## config.mk

```make
export PLATFORM = sky130hd
export DESIGN_NAME = staged_wdt
export DESIGN_NICKNAME = d
export VERILOG_FILES = /design/src/rtl/staged_wdt_pkg.sv /design/src/rtl/staged_wdt_regs.sv /design/src/rtl/staged_wdt_seq.sv /design/src/rtl/staged_wdt_out.sv /design/src/rtl/staged_wdt.sv
export SDC_FILE = /design/constraint.sdc
export NUM_CORES = 1
export LEC_CHECK = 0
export ABC_CLOCK_PERIOD_IN_PS = 5200
export BUFFER_PORTS_ARGS = -buffer_cell sky130_fd_sc_hd__buf_2
export CELL_PAD_IN_SITES_DETAIL_PLACEMENT = 1
export CELL_PAD_IN_SITES_GLOBAL_PLACEMENT = 2
export CORE_UTILIZATION = 37
export CTS_CLUSTER_SIZE = 25
export DETAILED_ROUTE_END_ITERATION = 6
export PLACE_DENSITY_LB_ADDON = 0.2
export SYNTH_ARGS = -nofsm -noshare
export SYNTH_HDL_FRONTEND = slang
export SYNTH_SLANG_ARGS = --single-unit
```

## constraint.sdc

```tcl
create_clock -name clk_i -period 5.2 [get_ports clk_i]
set_input_delay 0.52 -clock clk_i [delete_from_list [all_inputs] [get_ports clk_i]]
set_output_delay 0.52 -clock clk_i [all_outputs]
set_load 0.05 [all_outputs]
```

## src/rtl/staged_wdt_pkg.sv

```systemverilog
package staged_wdt_pkg;
  localparam int ADR_W = 3;

  localparam logic [ADR_W-1:0] A_CTRL = 3'd0;
  localparam logic [ADR_W-1:0] A_TMO0 = 3'd1;
  localparam logic [ADR_W-1:0] A_FEED = 3'd5;
  localparam logic [ADR_W-1:0] A_KEY  = 3'd6;
  localparam logic [ADR_W-1:0] A_STAT = 3'd7;

  localparam int CTRL_SEN_LSB = 1;
  localparam int CTRL_ACT_LSB = 8;

  typedef enum logic [1:0] {
    ACT_NONE = 2'd0,
    ACT_IRQ  = 2'd1,
    ACT_CORE = 2'd2,
    ACT_SYS  = 2'd3
  } wdt_act_e;
endpackage

```

## src/rtl/staged_wdt_regs.sv

```systemverilog
module staged_wdt_regs
  import staged_wdt_pkg::*;
#(
  parameter int          DW       = 32,
  parameter int          NSTG     = 4,
  parameter logic [31:0] BOOT_TMO = 32'd1000,
  parameter logic [31:0] KEY      = 32'h6B3D_19A7
) (
  input  logic                          clk_i,
  input  logic                          rst_i,
  input  logic                          wr_en_i,
  input  logic [ADR_W-1:0]              wr_addr_i,
  input  logic [DW-1:0]                 wr_data_i,
  input  logic [ADR_W-1:0]              rd_addr_i,
  input  logic [DW-1:0]                 cnt_i,
  input  logic [$clog2(NSTG)-1:0]       stage_i,
  input  logic                          active_i,
  output logic [DW-1:0]                 rd_data_o,
  output logic                          en_o,
  output logic [NSTG-1:0]               sen_o,
  output logic [NSTG-1:0][1:0]          act_o,
  output logic [NSTG-1:0][DW-1:0]       tmo_o,
  output logic                          feed_o,
  output logic                          irq_clr_o,
  output logic                          locked_o
);
  localparam int SW = $clog2(NSTG);

  logic                    locked_q;
  logic                    en_q;
  logic [NSTG-1:0]         sen_q;
  logic [NSTG-1:0][1:0]    act_q;
  logic [NSTG-1:0][DW-1:0] tmo_q;
  logic [DW-1:0]           rd_nxt, rd_q;
  logic                    wr_cfg, wr_ctrl;

  assign wr_cfg    = wr_en_i && !locked_q;
  assign wr_ctrl   = wr_cfg && (wr_addr_i == A_CTRL);
  assign feed_o    = wr_en_i && (wr_addr_i == A_FEED);
  assign irq_clr_o = wr_en_i && (wr_addr_i == A_STAT) && wr_data_i[0];

  always_ff @(posedge clk_i) begin
    if (rst_i) begin
      locked_q <= 1'b1;
    end else if (wr_en_i && (wr_addr_i == A_KEY)) begin
      locked_q <= (wr_data_i != DW'(KEY));
    end
  end

  always_ff @(posedge clk_i) begin
    if (rst_i) begin
      en_q <= 1'b1;
    end else if (wr_ctrl) begin
      en_q <= wr_data_i[0];
    end
  end

  for (genvar s = 0; s < NSTG; s++) begin : g_stage
    always_ff @(posedge clk_i) begin
      if (rst_i) begin
        sen_q[s] <= (s == 0);
        act_q[s] <= (s == 0) ? ACT_SYS : ACT_NONE;
        tmo_q[s] <= (s == 0) ? DW'(BOOT_TMO) : {DW{1'b1}};
      end else begin
        if (wr_ctrl) begin
          sen_q[s] <= wr_data_i[CTRL_SEN_LSB + s];
          act_q[s] <= wr_data_i[CTRL_ACT_LSB + 2*s +: 2];
        end
        if (wr_cfg && (wr_addr_i == ADR_W'(int'(A_TMO0) + s))) begin
          tmo_q[s] <= wr_data_i;
        end
      end
    end
  end

  always_comb begin
    rd_nxt = '0;
    case (rd_addr_i)
      A_CTRL: begin
        rd_nxt[0] = en_q;
        rd_nxt[CTRL_SEN_LSB +: NSTG] = sen_q;
        for (int s = 0; s < NSTG; s++) rd_nxt[CTRL_ACT_LSB + 2*s +: 2] = act_q[s];
      end
      A_FEED:  rd_nxt = cnt_i;
      A_KEY:   rd_nxt[0] = locked_q;
      A_STAT:  rd_nxt[SW:0] = {active_i, stage_i};
      default: begin
        for (int s = 0; s < NSTG; s++)
          if (rd_addr_i == ADR_W'(int'(A_TMO0) + s)) rd_nxt = tmo_q[s];
      end
    endcase
  end

  always_ff @(posedge clk_i) begin
    if (rst_i) rd_q <= '0;
    else       rd_q <= rd_nxt;
  end

  assign rd_data_o = rd_q;
  assign en_o      = en_q;
  assign sen_o     = sen_q;
  assign act_o     = act_q;
  assign tmo_o     = tmo_q;
  assign locked_o  = locked_q;
endmodule

```

## src/rtl/staged_wdt_seq.sv

```systemverilog
module staged_wdt_seq #(
  parameter int DW   = 32,
  parameter int NSTG = 4
) (
  input  logic                          clk_i,
  input  logic                          rst_i,
  input  logic                          en_i,
  input  logic [NSTG-1:0]               sen_i,
  input  logic [NSTG-1:0][1:0]          act_i,
  input  logic [NSTG-1:0][DW-1:0]       tmo_i,
  input  logic                          feed_i,
  output logic [DW-1:0]                 cnt_o,
  output logic [$clog2(NSTG)-1:0]       stage_o,
  output logic                          active_o,
  output logic                          fire_o,
  output logic [1:0]                    fire_act_o
);
  localparam int SW = $clog2(NSTG);

  logic [DW-1:0] cnt_q;
  logic [SW-1:0] stage_q, first_idx, next_idx;
  logic          active_q, first_ok, next_ok, hit;

  always_comb begin
    first_ok  = 1'b0;
    first_idx = '0;
    next_ok   = 1'b0;
    next_idx  = '0;
    for (int i = NSTG - 1; i >= 0; i--) begin
      if (sen_i[i]) begin
        first_ok  = 1'b1;
        first_idx = SW'(i);
      end
      if (sen_i[i] && (i > int'(stage_q))) begin
        next_ok  = 1'b1;
        next_idx = SW'(i);
      end
    end
  end

  assign hit        = active_q && (cnt_q >= tmo_i[stage_q]);
  assign fire_o     = en_i && !feed_i && hit;
  assign fire_act_o = act_i[stage_q];

  always_ff @(posedge clk_i) begin
    if (rst_i) begin
      cnt_q    <= '0;
      stage_q  <= '0;
      active_q <= 1'b1;
    end else if (!en_i || feed_i) begin
      cnt_q    <= '0;
      stage_q  <= first_idx;
      active_q <= first_ok;
    end else if (hit) begin
      cnt_q    <= '0;
      stage_q  <= next_ok ? next_idx : stage_q;
      active_q <= next_ok;
    end else if (active_q) begin
      cnt_q    <= cnt_q + 1'b1;
    end
  end

  assign cnt_o    = cnt_q;
  assign stage_o  = stage_q;
  assign active_o = active_q;
endmodule

```

## src/rtl/staged_wdt_out.sv

```systemverilog
module staged_wdt_out
  import staged_wdt_pkg::*;
(
  input  logic       clk_i,
  input  logic       rst_i,
  input  logic       fire_i,
  input  logic [1:0] fire_act_i,
  input  logic       irq_clr_i,
  output logic       irq_o,
  output logic       core_rst_o,
  output logic       sys_rst_o
);
  logic irq_q, core_q, sys_q;

  always_ff @(posedge clk_i) begin
    if (rst_i) begin
      irq_q  <= 1'b0;
      core_q <= 1'b0;
      sys_q  <= 1'b0;
    end else begin
      core_q <= fire_i && (fire_act_i == ACT_CORE);
      sys_q  <= fire_i && (fire_act_i == ACT_SYS);
      if (fire_i && (fire_act_i == ACT_IRQ)) irq_q <= 1'b1;
      else if (irq_clr_i)                    irq_q <= 1'b0;
    end
  end

  assign irq_o      = irq_q;
  assign core_rst_o = core_q;
  assign sys_rst_o  = sys_q;
endmodule

```

## src/rtl/staged_wdt.sv

```systemverilog
module staged_wdt
  import staged_wdt_pkg::*;
#(
  parameter int          DW       = 32,
  parameter int          NSTG     = 4,
  parameter logic [31:0] BOOT_TMO = 32'd1000,
  parameter logic [31:0] KEY      = 32'h6B3D_19A7
) (
  input  logic             clk_i,
  input  logic             rst_i,
  input  logic             wr_en_i,
  input  logic [ADR_W-1:0] wr_addr_i,
  input  logic [DW-1:0]    wr_data_i,
  input  logic [ADR_W-1:0] rd_addr_i,
  output logic [DW-1:0]    rd_data_o,
  output logic             irq_o,
  output logic             core_rst_o,
  output logic             sys_rst_o
);
  localparam int SW = $clog2(NSTG);

  logic                    en_w, feed_w, irq_clr_w, locked_w, active_w, fire_w;
  logic [NSTG-1:0]         sen_w;
  logic [NSTG-1:0][1:0]    act_w;
  logic [NSTG-1:0][DW-1:0] tmo_w;
  logic [DW-1:0]           cnt_w;
  logic [SW-1:0]           stage_w;
  logic [1:0]              fire_act_w;

  staged_wdt_regs #(.DW(DW), .NSTG(NSTG), .BOOT_TMO(BOOT_TMO), .KEY(KEY)) u_regs (
    .clk_i(clk_i), .rst_i(rst_i), .wr_en_i(wr_en_i), .wr_addr_i(wr_addr_i),
    .wr_data_i(wr_data_i), .rd_addr_i(rd_addr_i), .cnt_i(cnt_w), .stage_i(stage_w),
    .active_i(active_w), .rd_data_o(rd_data_o), .en_o(en_w), .sen_o(sen_w),
    .act_o(act_w), .tmo_o(tmo_w), .feed_o(feed_w), .irq_clr_o(irq_clr_w),
    .locked_o(locked_w)
  );

  staged_wdt_seq #(.DW(DW), .NSTG(NSTG)) u_seq (
    .clk_i(clk_i), .rst_i(rst_i), .en_i(en_w), .sen_i(sen_w), .act_i(act_w),
    .tmo_i(tmo_w), .feed_i(feed_w), .cnt_o(cnt_w), .stage_o(stage_w),
    .active_o(active_w), .fire_o(fire_w), .fire_act_o(fire_act_w)
  );

  staged_wdt_out u_out (
    .clk_i(clk_i), .rst_i(rst_i), .fire_i(fire_w), .fire_act_i(fire_act_w),
    .irq_clr_i(irq_clr_w), .irq_o(irq_o), .core_rst_o(core_rst_o),
    .sys_rst_o(sys_rst_o)
  );
endmodule

```

==> flow_metrics.tcl <==
set metrics [dict create \
    status "complete, no violations" \
    powerDensity_mw_per_mm2 299 \
    highest_layer "met4" \
    routedWlPerCell_um 22.5 \
    cp.required_ps 5570 \
    avgSynthCellArea_um2 8.39 \
    dpl-instance-area_mm2 0.0116 \
    cp_max_fo 31 \
    maxCapViolCount 0 \
    die-area_mm2 0.0302 \
    drc 0 \
    routed_via_density 5.64 \
    ir_worst_vdd_v 0.000208 \
    r2r_slack_ps 990 \
    grt_usage 0.260 \
    end_kind "flip-flop" \
    cts-htree-levels 1 \
    drv_slew 0 \
    synthesis.nets 1374 \
    netlist-cell-type-count 52 \
    wl_met1_mm 19.6 \
    worstHoldPathType "in -> reg" \
    clock_latency_ps 530 \
    fin_crit_sh 0.809 \
    hold_viol_final 0 \
    grt_pass1_vias 9849 \
    worstHoldStart "wr_data_i[23]" \
    syn_to_final_growth_pct 14.1 \
    layout-drive-gt1-share 0.162 \
    netlist_area_mm2 0.0109 \
    leakage_nw 5.10 \
    routed_wl_mm 39.1 \
    fin_util 0.431 \
    regArea_mm2 0.00425 \
    n_fill_cell 3444 \
    antenna_found_initial 0 \
    place.gp.congestion 0.833 \
    multi_input_area_mm2 0.00617 \
    met2_wirelength_mm 16.2 \
    r2r_start "u_seq.stage_o[0]" \
    hpwlAfterDp_mm 26.8 \
    portBuffers 75 \
    cts_setup_buffers 0 \
    hold_ws_ps 266 \
    first_iter_violations 761 \
    ant_nets 0 \
    postSynth.asyncResetShare 0 \
    num_rows 62 \
    yosysWarnings 0 \
    finClkSkew_ps 17.1 \
    grt_overflow 0 \
    clkSlewWorstSetupHoldPaths_ps 60 \
    crit_start "u_seq.stage_o[0]" \
    synth_ff_type "dfxtp_1" \
    clock-sinks 212 \
    n_antenna_cell 0 \
    clock.fmax_ghz 0.238 \
    postCtsResizedCells 0 \
    clk_path_buf_depth 3 \
    synthCells 1300 \
    setup_ws_ps 991 \
    tightest_slew_ps 1040 \
    start_util 0.378 \
    fin_nets 1409 \
    final_area_mm2 0.0124 \
    start_kind "flip-flop" \
    cts_tree "done" \
    numCtsBuffers 25 \
    min_period_ps 4210 \
    setup_viol 0 \
    clock-root-buffer "clkbuf_16" \
    drt_first_pass_iters 5 \
    crit_arrival_ps 4580 \
    rsz0062_at_grt "false" \
    tns_ps 0 \
    grt_max_degree 111 \
    grt_pass1_wl_mm 60.8 \
    core_area_mm2 0.0289 \
    met3_length_mm 2.47 \
    die_w_um 174 \
    vias 9789 \
    post-place-ws_ps 974 \
    synth_seq_area_share 0.389 \
    synth_edf_count 0 \
    hold_buffers 0 \
    crit_type "reg -> reg" \
    relSlewSlack 0.305 \
    num_io_pins 76 \
    die_y_um 174 \
    ys_seq_elements 212 \
]
worst paths after layout:
path / to / depth (start not counted)
hold / removal: u_regs.tmo_o[119] / 3
setup / recovery: u_seq.cnt_o[11] / 9
setup reg to reg: u_seq.cnt_o[11] / 9
hold reg to reg: u_regs.tmo_o[16] / 2
power breakdown:
group	total [mW]	leakage (nW)	switching (mW)	internal, mW
Combinational	0.303	2.97	0.207	0.0952
Sequential	1.65	1.72	0.00785	1.64
Clock	1.77	0.406	0.707	1.06
Total	3.72	5.10	0.922	2.80
worst max-delay path, stage by stage (launching register included):
cell     delay (ps)
dfxtp_2         950
mux4_2          590
inv_1            80
ha_1            150
nand4_1         180
or4_1           630
a31oi_2         400
o21a_1          630
buf_4           340
nor3_1           80
metal layers:
metal  vias up  global-route usage
li1       4574                   -
met1      4890               0.403
met2       279               0.374
met3        46              0.0384
met4         0              0.0614
met5         -                   0
layout by cell type (no fill, tap or decap), types with 3 or more instances in the layout:
| cell type | Yosys | layout |
|---|---|---|
| clkbuf_1 | 70 | 6 |
| ha_1 | 33 | 33 |
| a21oi_1 | 83 | 83 |
| clkbuf_8 | 0 | 6 |
| xnor2_1 | 18 | 18 |
| a22oi_1 | 40 | 40 |
| nor2_1 | 93 | 91 |
| nand4b_1 | 5 | 5 |
| mux4_2 | 36 | 36 |
| nand3_1 | 15 | 15 |
| o21ai_0 | 18 | 18 |
| nand4_1 | 17 | 17 |
| nand2b_1 | 21 | 21 |
| nand2_1 | 308 | 307 |
| mux2_2 | 34 | 34 |
| buf_4 | 1 | 25 |
| nand3b_1 | 108 | 108 |
| nor4b_1 | 4 | 3 |
| nor3_1 | 43 | 43 |
| clkbuf_16 | 0 | 25 |
| nor2b_1 | 5 | 4 |
| xor2_1 | 11 | 11 |
| clkinv_2 | 0 | 5 |
| or4_1 | 3 | 3 |
| inv_1 | 45 | 45 |
| dfxtp_1 | 212 | 210 |
| a2bb2oi_1 | 19 | 19 |
| mux2i_1 | 3 | 3 |
| buf_2 | 10 | 74 |
flip-flops by register name (all words and copies together), names as in the netlist:
register / count
u_out.core_rst_o: 1
u_out.irq_o: 1
u_out.sys_rst_o: 1
u_regs.act_o: 8
u_regs.en_o: 1
u_regs.locked_o: 1
u_regs.rd_data_o: 32
u_regs.sen_o: 4
u_regs.tmo_o: 128
u_seq.active_o: 1
u_seq.cnt_o: 32
u_seq.stage_o: 2
synthesized netlist by cell type, types with 2 or more instances:
| cell type | n | area, µm² |
|---|---|---|
| a211o_1 | 2 | 17.5 |
| a21o_1 | 2 | 15.0 |
| a21oi_1 | 83 | 415 |
| a222oi_1 | 2 | 20.0 |
| a22oi_1 | 40 | 300 |
| a2bb2oi_1 | 19 | 166 |
| a32oi_1 | 2 | 17.5 |
| and3_1 | 2 | 12.5 |
| and4_1 | 2 | 17.5 |
| buf_1 | 10 | 37.5 |
| buf_2 | 10 | 50.1 |
| clkbuf_1 | 70 | 263 |
| dfxtp_1 | 212 | 4240 |
| ha_1 | 33 | 413 |
| inv_1 | 45 | 169 |
| mux2_2 | 34 | 383 |
| mux2i_1 | 3 | 30.0 |
| mux4_2 | 36 | 811 |
| nand2_1 | 308 | 1160 |
| nand2b_1 | 21 | 131 |
| nand3_1 | 15 | 75.1 |
| nand3b_1 | 108 | 811 |
| nand4_1 | 17 | 106 |
| nand4b_1 | 5 | 43.8 |
| nor2_1 | 93 | 349 |
| nor2b_1 | 5 | 31.3 |
| nor3_1 | 43 | 215 |
| nor4_1 | 4 | 25.0 |
| nor4b_1 | 4 | 35.0 |
| o21a_1 | 2 | 15.0 |
| o21ai_0 | 18 | 90.1 |
| or4_1 | 3 | 22.5 |
| xnor2_1 | 18 | 158 |
| xor2_1 | 11 | 96.3 |
layout make-up:
cell class	instances	share of cell area
clock buffers	37	0.0587
clock inverters	7	0.00684
inverters	45	0.0136
multi-input cells	952	0.496
flip-flops and latches	212	0.341
well taps	384	0.0386
repair buffers	99	0.0449
per-stage QoR:
| step | instances | total power, mW |
|---|---|---|
| after detailed placement | 1692 | 1.99 |
| after floorplan | 1300 | 1.87 |
| after global placement | 1692 | 1.98 |
| after global routing | 1736 | 3.85 |
| after CTS | 1736 | 3.76 |
| final | 1736 | 3.72 |
cells by family (layout without fill, tap and decap cells):
kind of cell               Yosys count  count (layout)  share of synthesized area
and+or+nand+nor                    637             637                      0.284
adders and majority gates           33              33                     0.0379
muxes                               73              73                      0.112
buffers and inverters              136             188                     0.0483
AOI/OAI and AO/OA                  180             180                      0.105
DFF                                212             212                      0.389
xor gates and xnor gates            29              29                     0.0233
Power figures use the tool's default switching activity.
